File: src/rtl/pcgen_pkg.sv
package pcgen_pkg;

  typedef enum logic [2:0] {
    CLS_RTYPE,
    CLS_LOAD,
    CLS_STORE,
    CLS_BRANCH,
    CLS_JUMP,
    CLS_OTHER
  } instr_cls_e;

  localparam int unsigned OP_W = 6;

  localparam logic [OP_W-1:0] OP_RTYPE = 6'b000000;
  localparam logic [OP_W-1:0] OP_LOAD  = 6'b100011;
  localparam logic [OP_W-1:0] OP_STORE = 6'b101011;
  localparam logic [OP_W-1:0] OP_BEQ   = 6'b000100;
  localparam logic [OP_W-1:0] OP_BNE   = 6'b000101;
  localparam logic [OP_W-1:0] OP_JMP   = 6'b000010;
  localparam logic [OP_W-1:0] OP_JAL   = 6'b000011;

  function automatic int unsigned max_of(input int unsigned a, input int unsigned b);
    return (a > b) ? a : b;
  endfunction

endpackage

File: src/rtl/pcgen_classify.sv
module pcgen_classify
  import pcgen_pkg::*;
(
  input  logic [OP_W-1:0] opcode_i,
  output instr_cls_e      cls_o
);

  always_comb begin
    case (opcode_i)
      OP_RTYPE:        cls_o = CLS_RTYPE;
      OP_LOAD:         cls_o = CLS_LOAD;
      OP_STORE:        cls_o = CLS_STORE;
      OP_BEQ, OP_BNE:  cls_o = CLS_BRANCH;
      OP_JMP, OP_JAL:  cls_o = CLS_JUMP;
      default:         cls_o = CLS_OTHER;
    endcase
  end

endmodule

File: src/rtl/pcgen_period_sel.sv
module pcgen_period_sel
  import pcgen_pkg::*;
#(
  parameter int unsigned CNT_W      = 3,
  parameter int unsigned RTYPE_CYC  = 4,
  parameter int unsigned LOAD_CYC   = 5,
  parameter int unsigned STORE_CYC  = 4,
  parameter int unsigned BRANCH_CYC = 3,
  parameter int unsigned JUMP_CYC   = 1,
  parameter int unsigned DEF_CYC    = 5
) (
  input  instr_cls_e       cls_i,
  output logic [CNT_W-1:0] cyc_o
);

  always_comb begin
    case (cls_i)
      CLS_RTYPE:  cyc_o = CNT_W'(RTYPE_CYC);
      CLS_LOAD:   cyc_o = CNT_W'(LOAD_CYC);
      CLS_STORE:  cyc_o = CNT_W'(STORE_CYC);
      CLS_BRANCH: cyc_o = CNT_W'(BRANCH_CYC);
      CLS_JUMP:   cyc_o = CNT_W'(JUMP_CYC);
      default:    cyc_o = CNT_W'(DEF_CYC);
    endcase
  end

endmodule

File: src/rtl/pcgen_counter.sv
module pcgen_counter #(
  parameter int unsigned CNT_W = 3
) (
  input  logic             clk_i,
  input  logic             rst_ni,
  input  logic [CNT_W-1:0] load_val_i,
  output logic [CNT_W-1:0] cnt_o,
  output logic             tc_o,
  output logic             stb_o
);

  logic [CNT_W-1:0] cnt_q;
  logic             stb_q;
  logic             reload;

  // zero only after reset: forces the first load from the live opcode
  assign reload = (cnt_q <= CNT_W'(1));
  assign tc_o   = (cnt_q == CNT_W'(1));

  always_ff @(posedge clk_i or negedge rst_ni) begin
    if (!rst_ni) begin
      cnt_q <= '0;
      stb_q <= 1'b0;
    end else begin
      cnt_q <= reload ? load_val_i : cnt_q - CNT_W'(1);
      stb_q <= tc_o;
    end
  end

  assign cnt_o = cnt_q;
  assign stb_o = stb_q;

endmodule

File: src/rtl/pc_strobe_gen.sv
module pc_strobe_gen
  import pcgen_pkg::*;
#(
  parameter int unsigned RTYPE_CYC  = 4,
  parameter int unsigned LOAD_CYC   = 5,
  parameter int unsigned STORE_CYC  = 4,
  parameter int unsigned BRANCH_CYC = 3,
  parameter int unsigned JUMP_CYC   = 1
) (
  input  logic            clk_i,
  input  logic            rst_ni,
  input  logic [OP_W-1:0] opcode_i,
  output logic            tc_o,
  output logic            pc_stb_o
);

  localparam int unsigned MAX_CYC = max_of(max_of(max_of(RTYPE_CYC, LOAD_CYC),
                                                  max_of(STORE_CYC, BRANCH_CYC)), JUMP_CYC);
  localparam int unsigned DEF_CYC = MAX_CYC;
  localparam int unsigned CNT_W   = $clog2(MAX_CYC + 1);

  instr_cls_e       cls_w;
  logic [CNT_W-1:0] load_val_w;
  logic [CNT_W-1:0] cnt_w;

  pcgen_classify u_classify (
    .opcode_i (opcode_i),
    .cls_o    (cls_w)
  );

  pcgen_period_sel #(
    .CNT_W      (CNT_W),
    .RTYPE_CYC  (RTYPE_CYC),
    .LOAD_CYC   (LOAD_CYC),
    .STORE_CYC  (STORE_CYC),
    .BRANCH_CYC (BRANCH_CYC),
    .JUMP_CYC   (JUMP_CYC),
    .DEF_CYC    (DEF_CYC)
  ) u_period_sel (
    .cls_i (cls_w),
    .cyc_o (load_val_w)
  );

  pcgen_counter #(
    .CNT_W (CNT_W)
  ) u_counter (
    .clk_i      (clk_i),
    .rst_ni     (rst_ni),
    .load_val_i (load_val_w),
    .cnt_o      (cnt_w),
    .tc_o       (tc_o),
    .stb_o      (pc_stb_o)
  );

endmodule

File: config.mk
export PLATFORM = sky130hd
export DESIGN_NAME = pc_strobe_gen
export DESIGN_NICKNAME = d
export VERILOG_FILES = /design/src/rtl/pcgen_pkg.sv /design/src/rtl/pcgen_classify.sv /design/src/rtl/pcgen_period_sel.sv /design/src/rtl/pcgen_counter.sv /design/src/rtl/pc_strobe_gen.sv
export SDC_FILE = /design/constraint.sdc
export NUM_CORES = 1
export LEC_CHECK = 0
export BUFFER_PORTS_ARGS = -buffer_cell sky130_fd_sc_hd__buf_2
export CORE_AREA = 2 2 39 41
export CTS_CLUSTER_DIAMETER = 100
export CTS_CLUSTER_SIZE = 28
export DETAILED_ROUTE_END_ITERATION = 7
export DIE_AREA = 0 0 41 43
export RECOVER_POWER = 50
export SLEW_MARGIN = 20
export SYNTH_ARGS = -nofsm -noshare
export SYNTH_HDL_FRONTEND = slang
export SYNTH_SLANG_ARGS = --single-unit
File: constraint.sdc
create_clock -name clk_i -period 1.85 [get_ports clk_i]
set_input_delay 0 -clock clk_i [delete_from_list [all_inputs] [get_ports clk_i]]
set_output_delay 0 -clock clk_i [all_outputs]
set_load 0.005 [all_outputs]
==> results.md <==
- CP max FO: 2
- CP Capture Type: flip-flop
- Status: finished clean
- GPL Wtd Cong: 0.739
- Synthesized area: 269 um2
- Worst slack at placement: 444 ps
- Vias in the first global route: 208
- Largest stage delay, worst path: 370 ps
- Post-Layout Cell Count: 57
- Via density: 4.18
- Final Hold Fails: 0
- Pin count of the biggest net entering global routing: 5
- Least-Margin Pin Slew: 334 ps
- Final WS setup: 449 ps
- Core area: 1380 um2
- Min-delay worst type: in -> reg
- End of the worst register-to-register path: u_counter.cnt_o[2]$_DFF_PN0_
- Worst path cell trace: inv_1 > ha_1 > o21ba_1 > nor2_1 > mux2_2
- FP Rows: 14
- Post-Synthesis Cells: 28
- Reg2Reg Depth: 5
- Area Overhead vs Synth: 35.8%
- Synth warnings: 0
- Chip width: 41 um
- HPWL after detailed placement: 437 um
- Worst Setup SP: u_counter.cnt_o[1]$_DFF_PN0_
- # Post-CTS Setup Buffers: 0
- Startpoint types: flip-flop
- Critical path class: reg -> reg
- Global-route usage over all layers: 8.47%
- Unique masters post-synth: 19
- IO Pins: 10
- VDD IR-drop max: 0.000376 V
- Commonest non-fill, non-tap cell in the layout: buf_2
- Worst Path Arrival: 1520 ps
- Most frequent cells in the layout: buf_2, dfrtp_1, nor2_1, clkbuf_4
- Capture point of the worst path: u_counter.cnt_o[2]$_DFF_PN0_
- Slowest cell on the critical path: dfrtp_1
- Clk Tree Root Cell: clkbuf_4
- Reg2reg start: u_counter.cnt_o[1]$_DFF_PN0_
- Initial Util: 19.4%
- PortBufs: 9
- Min cycle time layout: 1400 ps
- Relative slew margins: 77.7%
- Final nets: 53
- Clk_skew: 0.948 ps
- Initial DRC count: 4
- CTS Buf Count: 3
- Post-CTS Resized: 0
- Diode count: 0
- Fin crit share: 75.7%
- Post-DR wirelength/cell: 9.16 um
- TritonCTS clock tree: yes
- Design area: 365 um2
- Total of max-cap violations: 0
- Grt ovf: 0
- Mean Syn Cell Area: 9.61 um2
- Worst Path Required: 1970 ps
- Detailed Route WL: 522 um
- Setup TNS: 0 ps
- Net Count, Synth: 38
- H-tree depth: 1
- RSZ-0062 raised after global routing: no
- Max Slew Vio Count: 0
- Die area: 1760 um2
- # setup viols final: 0
- Drt drc: 0
- Clk_lat worst skew: 230 ps
- FMAX: 714 MHz
- Power Dens Cells: 1320 nW/um2
- Layout cells sized above 1: 29.3%
- Placed Cells: 53
- R2R Setup Slk: 450 ps
- ANT nets after route: 0
- Worst-path clk slew: 40 ps
- Via count: 238
- Clk buf depth: 2
- Leakage: 0.000169 uW
- Total iterations of the first detailed-routing run: 4
- Post-synthesis sequential area ratio: 37.2%
- Dpl cell area: 334 um2
- First-pass GRT wire length: 869 um
- Initial antenna violation count: 0
- Die height: 43 um
- Total clock sinks: 4
- Synthesized flop and latch total: 4
## final cells by class
| type | count | area [um2] |
|---|---|---|
| Multi-Input combinational cell | 22 | 161 |
| Inverter | 2 | 7.51 |
| Sequential cell | 4 | 100 |
| Fill cell | 148 | 1020 |
| Timing Repair Buffer | 10 | 53.8 |
| Clock buffer | 3 | 22.5 |
| Tap cell | 16 | 20.0 |
## state kept, by name, indices dropped and copies added (netlist names)
name and flops:
u_counter.cnt_o 3, u_counter.stb_o 1
## per-stage QoR
| stage | hold slack (ps) | utilization [%] | power (uW) |
|---|---|---|---|
| 6_report | 70.3 | 26.4 | 482 |
| 5_1_grt | 95.9 | 26.4 | 533 |
| 4_1_cts | 67.7 | 26.5 | 492 |
| 3_5_place_dp | -191 | 24.1 | 380 |
| 3_3_place_gp | -191 | 24.1 | 374 |
| 2_1_floorplan | -296 | - | 318 |
## synthesized netlist by cell type
| cell type | number | area [um2] |
|---|---|---|
| mux2_2 | 1 | 11.3 |
| nand3b_1 | 1 | 7.51 |
| dfrtp_1 | 4 | 100 |
| nand3_1 | 1 | 5.00 |
| a21oi_1 | 1 | 5.00 |
| nand2b_1 | 1 | 6.26 |
| o32ai_1 | 1 | 8.76 |
| nand2_1 | 1 | 3.75 |
| mux2i_1 | 1 | 10.0 |
| o22ai_1 | 1 | 6.26 |
| nor3_1 | 1 | 5.00 |
| nor2_1 | 3 | 11.3 |
| ha_1 | 2 | 25.0 |
| inv_1 | 2 | 7.51 |
| xor2_1 | 2 | 17.5 |
| or2_1 | 1 | 6.26 |
| a2111oi_1 | 1 | 10.0 |
| nor2b_1 | 2 | 12.5 |
| o21ba_1 | 1 | 10.0 |
## how the worst min path moves through the flow
stage | startpoint | to | slack, ps | depth (start not counted)
2_1_floorplan | rst_ni | u_counter.cnt_o[0]$_DFF_PN0_ | -300 | 0
3_3_place_gp | rst_ni | u_counter.stb_o$_DFF_PN0_ | -190 | 1
5_1_grt | opcode_i[2] | u_counter.cnt_o[1]$_DFF_PN0_ | 100 | 3
6_report | opcode_i[2] | u_counter.cnt_o[1]$_DFF_PN0_ | 70 | 3
3_5_place_dp | rst_ni | u_counter.stb_o$_DFF_PN0_ | -190 | 1
4_1_cts | opcode_i[2] | u_counter.cnt_o[1]$_DFF_PN0_ | 70 | 3
## layer usage
metal | global-route usage, % | vias up | part of all wire (%)
li1 | - | 126 | -
met1 | 9.45 | 97 | 43
met2 | 8.44 | 13 | 44
met3 | 5.24 | 2 | 11
met4 | 12.0 | 0 | 2.7
met5 | 0 | - | 0
## critical path: cells and delay by family, from the launching register on
kind                       cells  cell delay [ps]
muxes                          1              360
adders and majority gates      1              150
DFF                            1              370
and+or+nand+nor                1              170
AOI/OAI and AO/OA              1              150
buffers and inverters          1               90
## power by group
group	switching [uW]	internal, uW
Sequential	28.4	131
Combinational	99.3	116
Clock	34.9	72.5
Total	163	320
## what timing repair did
item / in CTS / in global routing
hold endpoints to repair: 4 / 0
setup endpoints to repair: 0 / 0
hold buffers: 1 / 0
## logic make-up (layout without fill, tap and decap cells)
kind of cell | Yosys count | count (layout) | synth area share (%)
and+or+nand+nor | 11 | 11 | 21.4
buffers and inverters | 2 | 15 | 2.79
adders and majority gates | 2 | 2 | 9.30
AOI/OAI and AO/OA | 5 | 5 | 14.9
muxes | 2 | 2 | 7.91
DFF | 4 | 4 | 37.2
xor gates and xnor gates | 2 | 2 | 6.51
No activity file was read; power rests on OpenSTA's default activity.
